===== src/rtl/therm_pkg.sv =====
`timescale 1ns/1ps
package therm_pkg;
  typedef enum logic [1:0] {
    ADDR_CFG    = 2'd0,
    ADDR_LIMIT  = 2'd1,
    ADDR_STATUS = 2'd2,
    ADDR_IRQ    = 2'd3
  } addr_e;

  typedef struct packed {
    logic lock;
    logic boost;
    logic en;
  } cfg_t;

  localparam int unsigned CFG_EN_BIT    = 0;
  localparam int unsigned CFG_BOOST_BIT = 1;
  localparam int unsigned CFG_LOCK_BIT  = 7;
  localparam int unsigned IRQ_MASK_BIT  = 1;
endpackage


===== src/rtl/therm_sync.sv =====
`timescale 1ns/1ps
module therm_sync #(
  parameter int unsigned STAGES = 2
) (
  input  logic clk_i,
  input  logic rst_ni,
  input  logic async_ni,
  output logic sync_no
);
  logic [STAGES-1:0] q;

  generate
    for (genvar i = 0; i < STAGES; i++) begin : g_stage
      if (i == 0) begin : g_first
        always_ff @(posedge clk_i or negedge rst_ni)
          if (!rst_ni) q[i] <= 1'b1;
          else         q[i] <= async_ni;
      end else begin : g_next
        always_ff @(posedge clk_i or negedge rst_ni)
          if (!rst_ni) q[i] <= 1'b1;
          else         q[i] <= q[i-1];
      end
    end
  endgenerate

  assign sync_no = q[STAGES-1];
endmodule


===== src/rtl/therm_regs.sv =====
`timescale 1ns/1ps
module therm_regs
  import therm_pkg::*;
#(
  parameter int unsigned DW = 8
) (
  input  logic          clk_i,
  input  logic          rst_ni,
  input  logic          wr_en_i,
  input  logic [1:0]    addr_i,
  input  logic [DW-1:0] wdata_i,
  output cfg_t          cfg_o,
  output logic [DW-1:0] limit_o,
  output logic          mask_o
);
  always_ff @(posedge clk_i or negedge rst_ni) begin
    if (!rst_ni) begin
      cfg_o   <= '0;
      limit_o <= '0;
      mask_o  <= 1'b0;
    end else if (wr_en_i) begin
      unique case (addr_i)
        ADDR_CFG: if (!cfg_o.lock) begin
          cfg_o.lock  <= wdata_i[CFG_LOCK_BIT];
          cfg_o.boost <= wdata_i[CFG_BOOST_BIT];
          cfg_o.en    <= wdata_i[CFG_EN_BIT];
        end
        ADDR_LIMIT: limit_o <= wdata_i;
        ADDR_IRQ:   mask_o  <= wdata_i[IRQ_MASK_BIT];
        default: ;
      endcase
    end
  end
endmodule


===== src/rtl/therm_count.sv =====
`timescale 1ns/1ps
module therm_count #(
  parameter int unsigned CW         = 8,
  parameter int unsigned FLAG_UNITS = 2
) (
  input  logic          clk_i,
  input  logic          rst_ni,
  input  logic          run_i,
  input  logic          tick_i,
  input  logic          clr_i,
  output logic [CW-1:0] cnt_o,
  output logic [CW-1:0] status_o
);
  localparam logic [CW-1:0] FLAG_LVL = CW'(FLAG_UNITS);
  localparam logic [CW-1:0] CNT_MAX  = '1;

  logic flag_q;

  always_ff @(posedge clk_i or negedge rst_ni) begin
    if (!rst_ni) begin
      cnt_o  <= '0;
      flag_q <= 1'b0;
    end else if (clr_i) begin
      cnt_o  <= '0;
      flag_q <= 1'b0;
    end else if (run_i) begin
      flag_q <= 1'b1;
      if (tick_i && cnt_o != CNT_MAX) cnt_o <= cnt_o + 1'b1;
    end
  end

  // low bit is a flag until the count reaches FLAG_UNITS
  assign status_o = (cnt_o >= FLAG_LVL) ? cnt_o : {{(CW-1){1'b0}}, flag_q};
endmodule


===== src/rtl/therm_irq.sv =====
`timescale 1ns/1ps
module therm_irq #(
  parameter int unsigned CW = 8
) (
  input  logic          clk_i,
  input  logic          rst_ni,
  input  logic          run_i,
  input  logic [CW-1:0] cnt_i,
  input  logic [CW-1:0] limit_i,
  input  logic          clr_i,
  input  logic          mask_i,
  output logic          pend_o,
  output logic          irq_o
);
  logic hit;

  assign hit = run_i && ((limit_i == '0) || (cnt_i > limit_i));

  always_ff @(posedge clk_i or negedge rst_ni) begin
    if (!rst_ni)    pend_o <= 1'b0;
    else if (clr_i) pend_o <= 1'b0;
    else if (hit)   pend_o <= 1'b1;
  end

  assign irq_o = pend_o & mask_i;
endmodule


===== src/rtl/therm_timer.sv =====
`timescale 1ns/1ps
module therm_timer
  import therm_pkg::*;
#(
  parameter int unsigned DW          = 8,
  parameter int unsigned SYNC_STAGES = 2,
  parameter int unsigned FLAG_UNITS  = 2
) (
  input  logic          clk_i,
  input  logic          rst_ni,
  input  logic          tick_i,
  input  logic          therm_ni,
  input  logic          wr_en_i,
  input  logic          rd_en_i,
  input  logic [1:0]    addr_i,
  input  logic [DW-1:0] wdata_i,
  output logic [DW-1:0] rdata_o,
  output logic          irq_o,
  output logic          boost_o
);
  cfg_t          cfg;
  logic [DW-1:0] limit;
  logic          mask;
  logic          sync_n;
  logic          ast;
  logic [DW-1:0] cnt;
  logic [DW-1:0] status;
  logic          pend;
  logic          clr_status;
  logic          clr_irq;

  therm_sync #(.STAGES(SYNC_STAGES)) i_sync (
    .clk_i, .rst_ni, .async_ni(therm_ni), .sync_no(sync_n)
  );

  therm_regs #(.DW(DW)) i_regs (
    .clk_i, .rst_ni, .wr_en_i, .addr_i, .wdata_i,
    .cfg_o(cfg), .limit_o(limit), .mask_o(mask)
  );

  assign ast        = cfg.en & ~sync_n;
  assign clr_status = rd_en_i && (addr_i == ADDR_STATUS);
  assign clr_irq    = rd_en_i && (addr_i == ADDR_IRQ);

  therm_count #(.CW(DW), .FLAG_UNITS(FLAG_UNITS)) i_count (
    .clk_i, .rst_ni, .run_i(ast), .tick_i, .clr_i(clr_status),
    .cnt_o(cnt), .status_o(status)
  );

  therm_irq #(.CW(DW)) i_irq (
    .clk_i, .rst_ni, .run_i(ast), .cnt_i(cnt), .limit_i(limit),
    .clr_i(clr_irq), .mask_i(mask), .pend_o(pend), .irq_o
  );

  assign boost_o = ast & cfg.boost;

  always_comb begin
    rdata_o = '0;
    unique case (addr_i)
      ADDR_CFG: begin
        rdata_o[CFG_LOCK_BIT]  = cfg.lock;
        rdata_o[CFG_BOOST_BIT] = cfg.boost;
        rdata_o[CFG_EN_BIT]    = cfg.en;
      end
      ADDR_LIMIT:  rdata_o = limit;
      ADDR_STATUS: rdata_o = status;
      ADDR_IRQ: begin
        rdata_o[0]            = pend;
        rdata_o[IRQ_MASK_BIT] = mask;
      end
      default: ;
    endcase
  end
endmodule


===== config.mk =====
export PLATFORM = sky130hd
export DESIGN_NAME = therm_timer
export DESIGN_NICKNAME = d
export VERILOG_FILES = /design/src/rtl/therm_pkg.sv /design/src/rtl/therm_sync.sv /design/src/rtl/therm_regs.sv /design/src/rtl/therm_count.sv /design/src/rtl/therm_irq.sv /design/src/rtl/therm_timer.sv
export SDC_FILE = /design/constraint.sdc
export NUM_CORES = 1
export LEC_CHECK = 0
export ABC_AREA = 1
export BUFFER_PORTS_ARGS = -buffer_cell sky130_fd_sc_hd__buf_2
export CORE_MARGIN = 1
export CORE_UTILIZATION = 33
export CTS_BUF_LIST = sky130_fd_sc_hd__clkbuf_4
export CTS_CLUSTER_SIZE = 12
export DETAILED_ROUTE_END_ITERATION = 8
export GPL_TIMING_DRIVEN = 0
export HOLD_SLACK_MARGIN = 0.1
export PLACE_DENSITY = 0.53
export SLEW_MARGIN = 20
export SYNTH_ARGS = -nofsm -noshare
export SYNTH_HDL_FRONTEND = slang
export SYNTH_SLANG_ARGS = --single-unit

===== constraint.sdc =====
create_clock -name clk_i -period 1.4 [get_ports clk_i]
set_input_delay 0.07 -clock clk_i [delete_from_list [all_inputs] [get_ports clk_i]]
set_output_delay 0.07 -clock clk_i [all_outputs]
set_load 0.01 [all_outputs]

# Word-level counts from Yosys, hierarchy flattened
# Cells that the tools add are included.
dict set report word_totals {
  ff_bits 24
  in_bits 16
}
dict set report op_classes {
  n_reduce_logical 15
  addsub 1
  mux 12
  order_cmp 2
  n_eq_ne 4
  bitwise_logic 5
}
# operator count
set ops {}
lappend ops {{$mux 8} 4}
lappend ops {{$pmux 5 s2} 1}
lappend ops {{$add 8x1->8 const B} 1}
lappend ops {{$ge 8x2->1 const B} 1}
lappend ops {{$gt 8x8->1} 1}
lappend ops {{$logic_not 8->1} 1}
lappend ops {{$ne 8x8->1 const B} 1}
lappend ops {{$pmux 2 s4} 1}
lappend ops {{$reduce_and 2->1} 4}
lappend ops {{$reduce_bool 2->1} 3}
lappend ops {{$eq 2x2->1 const B} 2}
lappend ops {{$logic_and 1x1->1} 4}
lappend ops {{$mux 1} 4}
lappend ops {{$and 1x1->1} 3}
lappend ops {{$mux 3} 1}
lappend ops {{$pmux 1 s3} 1}
lappend ops {{$reduce_and 3->1} 1}
lappend ops {{$eq 2x1->1 const B} 1}
lappend ops {{$logic_not 2->1} 1}
lappend ops {{$not 1->1} 2}
lappend ops {{$logic_or 1x1->1} 1}

# Logic depth before layout (Yosys ltp)
dict set report logic_depth {
  ltp_word 5
  depth_mapped 13
}

# Modules after synthesis
# From an unflattened synthesis, not the netlist that was laid out.
dict set report hier_totals {
  cells_unflattened 253
  hier_area_um2 1761.7
}
# mod area_per_inst_um2 seq_area_each_um2 n_inst cells_per_inst
set modules_own_cells {}
lappend modules_own_cells {therm_count 610.6 225.2 1 93}
lappend modules_own_cells {therm_regs 528.0 300.3 1 54}
lappend modules_own_cells {therm_irq 290.3 25.0 1 47}
lappend modules_own_cells {therm_timer 280.3 0.0 1 57}
lappend modules_own_cells {therm_sync 52.6 52.6 1 2}

# Worst setup path after synthesis
# Ideal clock, no wire load.
dict set report synth_timing {
  path_kind {register -> register}
  startpoint {reg i_count.cnt_o[5]}
  endpoint {reg i_irq.pend_o}
  path_stages_with_launch 10
  period_less_slack_ns 1.302
  n_path_buf 0
  slack_ns 0.098
  arrival_time_ns 1.182
  setup_ns 0.120
  path_cell_list {dfrtp_1 -> ha_1 -> a21oi_1 -> nor2_1 -> nor2_1 -> nand2_1 -> nand2_1 -> nand2_1 -> nand2_1 -> a21oi_1}
}
dict set report synth_via {
  elab_chain_len 4
}
# element line
set synth_lines {}
lappend synth_lines {{start: declaration} therm_count.sv:11} ;# output logic [CW-1:0] cnt_o,
lappend synth_lines {{start signal: assignment} therm_count.sv:28} ;# if (tick_i && cnt_o != CNT_MAX) cnt_o <= cnt_o + 1'b1;
lappend synth_lines {{$gt 8x8->1} therm_irq.sv:17} ;# assign hit = run_i && ((limit_i == '0) || (cnt_i > limit_i));
lappend synth_lines {{$logic_or 1x1->1} therm_irq.sv:17}
lappend synth_lines {{$logic_and 1x1->1} therm_irq.sv:17}
lappend synth_lines {{$reduce_bool 2->1 (no line)} --}
lappend synth_lines {{end signal: assignment} therm_irq.sv:20} ;# if (!rst_ni) pend_o <= 1'b0;
lappend synth_lines {{end signal: assignment} therm_irq.sv:21} ;# else if (clr_i) pend_o <= 1'b0;
lappend synth_lines {{end signal: assignment} therm_irq.sv:22} ;# else if (hit) pend_o <= 1'b1;
lappend synth_lines {{end: declaration} therm_irq.sv:12} ;# output logic pend_o,
# No other way between the ends.
# A chain may end at the register's enable or synchronous reset.

# Worst setup path in the final report
dict set report layout_timing {
  startpoint {reg i_count.cnt_o[1]}
  endpoint {out rdata_o[0]}
}
dict set report layout_via {
  elab_chain_len 3
}
# element line
set layout_lines {}
lappend layout_lines {{$ge 8x2->1} therm_count.sv:33} ;# assign status_o = (cnt_o >= FLAG_LVL) ? cnt_o : {{(CW-1){1'b0}}, flag_q};
lappend layout_lines {{$mux 8} therm_count.sv:33}
lappend layout_lines {{$pmux 2 s4} therm_timer.sv:59} ;# unique case (addr_i)
lappend layout_lines {{end: declaration} therm_timer.sv:17} ;# output logic [DW-1:0] rdata_o,
# No other way between the ends.

==> flow_summary.json <==
{
  "yosysSeqAreaShare_pct": 38.0,
  "cp_data_arrival_time_ns": 1.65,
  "endpoint": "rdata_o[0]",
  "synth_ff_type": "dfrtp_1",
  "synth.mux.area_fraction_pct": 0,
  "ys_seq_elements": 24,
  "grt_max_degree": 25,
  "coreArea_mm2": 0.00447,
  "synth_edf_count": 0,
  "critPathMaxFanout": 3,
  "nFillCells": 457,
  "ios": 26,
  "violations": "design-rule violations, negative setup slack",
  "synth-simple-area-share_pct": 24.4,
  "drtIter0Drc": 76,
  "min_path_type": "in -> reg",
  "syn_nets": 236,
  "status": "finished, violations left",
  "worst_slew_pin_slew_ns": 0.580,
  "power.density_mw_per_mm2": 685,
  "hold_violations": 0,
  "max-vdd-ir-drop_mv": 0.446,
  "clock_sinks": 24,
  "io_buffers": 25,
  "worstReg2RegEnd": "i_irq.pend_o",
  "slew_violations": 0,
  "cts_made_buffers": 3,
  "synth_xor_xnor_area_share_pct": 1.10,
  "ff2ff_setup_slack_ns": -0.16,
  "htreeDepth": 1,
  "finalCriticalPeriod_ns": 1.72,
  "synthDistinctLibCells": 28,
  "fin_nets": 290,
  "dpl.hpwl_mm": 2.86,
  "power.leakage_nw": 1.08,
  "wl_per_cell_um": 12.6,
  "mostFrequentLayoutCells": "nand2_1 (42), inv_1 (32), buf_2 (27)",
  "cp-end-kind": "output pin",
  "post-route-drc-count": 3,
  "ant_nets": 0,
  "layout_commonest_cell": "nand2_1",
  "r2r_cells": 12,
  "drive_above_1_share_pct": 28.7,
  "antenna_found_initial": 0,
  "r2r-start": "i_count.cnt_o[3]",
  "final.period_utilization_pct": 123,
  "drv_cap": 0,
  "synth_fa_ha_area_share_pct": 11.8,
  "power_w": 0.00143,
  "grt_use_total_pct": 17.0,
  "clockBufferDepth": 2,
  "grt_pass1_wl_mm": 6.70,
  "grt_pass1_vias": 1422,
  "cts_tree": "done",
  "dr.pass1.iters": 6,
  "vias": 1471,
  "vias_per_cell": 4.75,
  "startpoint_type": "flip-flop",
  "rows": 24,
  "drt_wl_total_mm": 3.91,
  "cp.required_ns": 1.33,
  "die-area_mm2": 0.00509,
  "seq_area_um2": 609,
  "critPathLaunch": "i_count.cnt_o[1]",
  "rsz0062_at_grt": "true",
  "slew_headroom_pct": 61.4,
  "syn_to_final_growth_pct": 31.5,
  "avgSynthCellArea_um2": 7.75,
  "synth_warnings": 0,
  "worst_slack_ns": -0.322,
  "synth_top_family_by_area": "simple AND/OR/NAND/NOR gates",
  "synth_area_mm2": 0.00159,
  "crit_type": "reg -> out",
  "place_ws_ns": -0.112,
  "worstSkewPairLatency_ns": 0.32,
  "clk_pin_slew_ns": 0.14,
  "multi_input_area_um2": 877,
  "place_congestion": 0.756,
  "dieHeight_um": 71.4,
  "start_util_pct": 35.5,
  "root_buffer": "clkbuf_4",
  "setup_viol": 7,
  "antennaDiodeCount": 0,
  "syn_inst": 205,
  "die_w_um": 71.4,
  "synth_compound_area_share_pct": 14.6,
  "skew_ns": 0.00317,
  "max_freq_mhz": 581,
  "globalRouteOverflowTotal": 0,
  "synthArstFlopShare_pct": 100
}
==> routing by layer <==
layer / wire, um / track usage, % / part of all wire [%] / vias up
li1: - / - / - / 774
met1: 2000 / 24.1 / 51 / 668
met2: 1750 / 26.1 / 45 / 27
met3: 129 / 4.08 / 3.3 / 2
met4: 25 / 4.00 / 0.64 / 0
met5: 0 / 0 / 0 / -
==> where the power goes <==
| part | leakage (nW) | switching, W | internal, W | total [W] |
|---|---|---|---|---|
| registers | 0.290 | 0.0000429 | 0.000740 | 0.000783 |
| logic | 0.779 | 0.000172 | 0.000152 | 0.000324 |
| clock network | 0.0154 | 0.000219 | 0.000104 | 0.000324 |
| total | 1.08 | 0.000434 | 0.000997 | 0.00143 |
==> logic make-up after synthesis <==
family | Yosys count
flip-flops | 24
AO/OA/AOI/OAI | 40
buffers and inverters | 40
adder cells (fa/ha/maj) | 15
AND/OR/NAND/NOR | 84
XOR/XNOR | 2
==> state kept, by name (all words and copies together) (netlist names) <==
register        count
i_irq.pend_o        1
i_sync.sync_no      1
i_regs.cfg_o        3
i_count.cnt_o       8
i_count.flag_q      1
i_sync.q            1
i_regs.limit_o      8
i_regs.mask_o       1
==> how the worst min path moves through the flow <==
stage                       endpoint  slack (ns)  startpoint  cells after the start
floorplan           i_count.cnt_o[0]       -0.23      rst_ni                      0
global placement    i_count.cnt_o[4]        0.10      rst_ni                      1
detailed placement  i_count.cnt_o[4]        0.10      rst_ni                      1
CTS                 i_count.cnt_o[0]        0.14      tick_i                      5
global route        i_count.cnt_o[0]        0.14      tick_i                      5
finish              i_count.cnt_o[0]        0.14      tick_i                      5
==> layout make-up <==
cell class                 instances  area share, %
multi-input combinational        141           42.0
sequential                        24           29.2
timing repair buffer              50           16.8
inverter                          37           7.13
tap                               52           3.12
clock buffer                       3           1.08
buffer                             2          0.479
clock inverter                     1          0.180
==> stage by stage <==
stage                     cell area (um2)  instances  hold slack [ns]  setup TNS, ns  util, %
after floorplan                      1590        205           -0.226              0        -
after global placement               1780        282            0.102         -0.832     39.7
after detailed placement             1780        282            0.102         -0.827     39.7
after CTS                            2010        305            0.143         -0.557     45.0
after global routing                 2090        310            0.136          -1.35     46.7
final                                2090        310            0.141         -0.611     46.7
==> what timing repair did <==
action	in CTS	in global routing
hold buffers	14	0
pin swaps	6	11
setup buffers	21	8
endpoints found under the hold margin	38	0
setup endpoints to repair	7	13
resized for setup	12	11
==> synth_stat cells (2+ instances only) <==
cell type	number	area share, %
nand4_1	5	2.0
dfstp_2	2	3.3
o21ai_2	5	2.8
inv_1	35	8.3
a21oi_1	21	6.6
nor4_1	2	0.79
nand2_1	46	11
buf_2	2	0.63
xor2_1	2	1.1
nor2_2	2	0.79
nor2_1	16	3.8
nand3_1	8	2.5
ha_1	15	12
a31oi_1	2	0.79
o21ai_0	7	2.2
o21ai_1	2	0.63
dfrtp_1	22	35
==> worst max-delay path: stages, from the launching register on <==
cell and delay (ns):
dfrtp_2 0.45, ha_2 0.18, nor2_1 0.07, nand3_1 0.09, o21ai_1 0.15, nand3_1 0.09, a31oi_1 0.15, buf_2 0.15
Note: power is estimated with default switching activity, not from simulation.
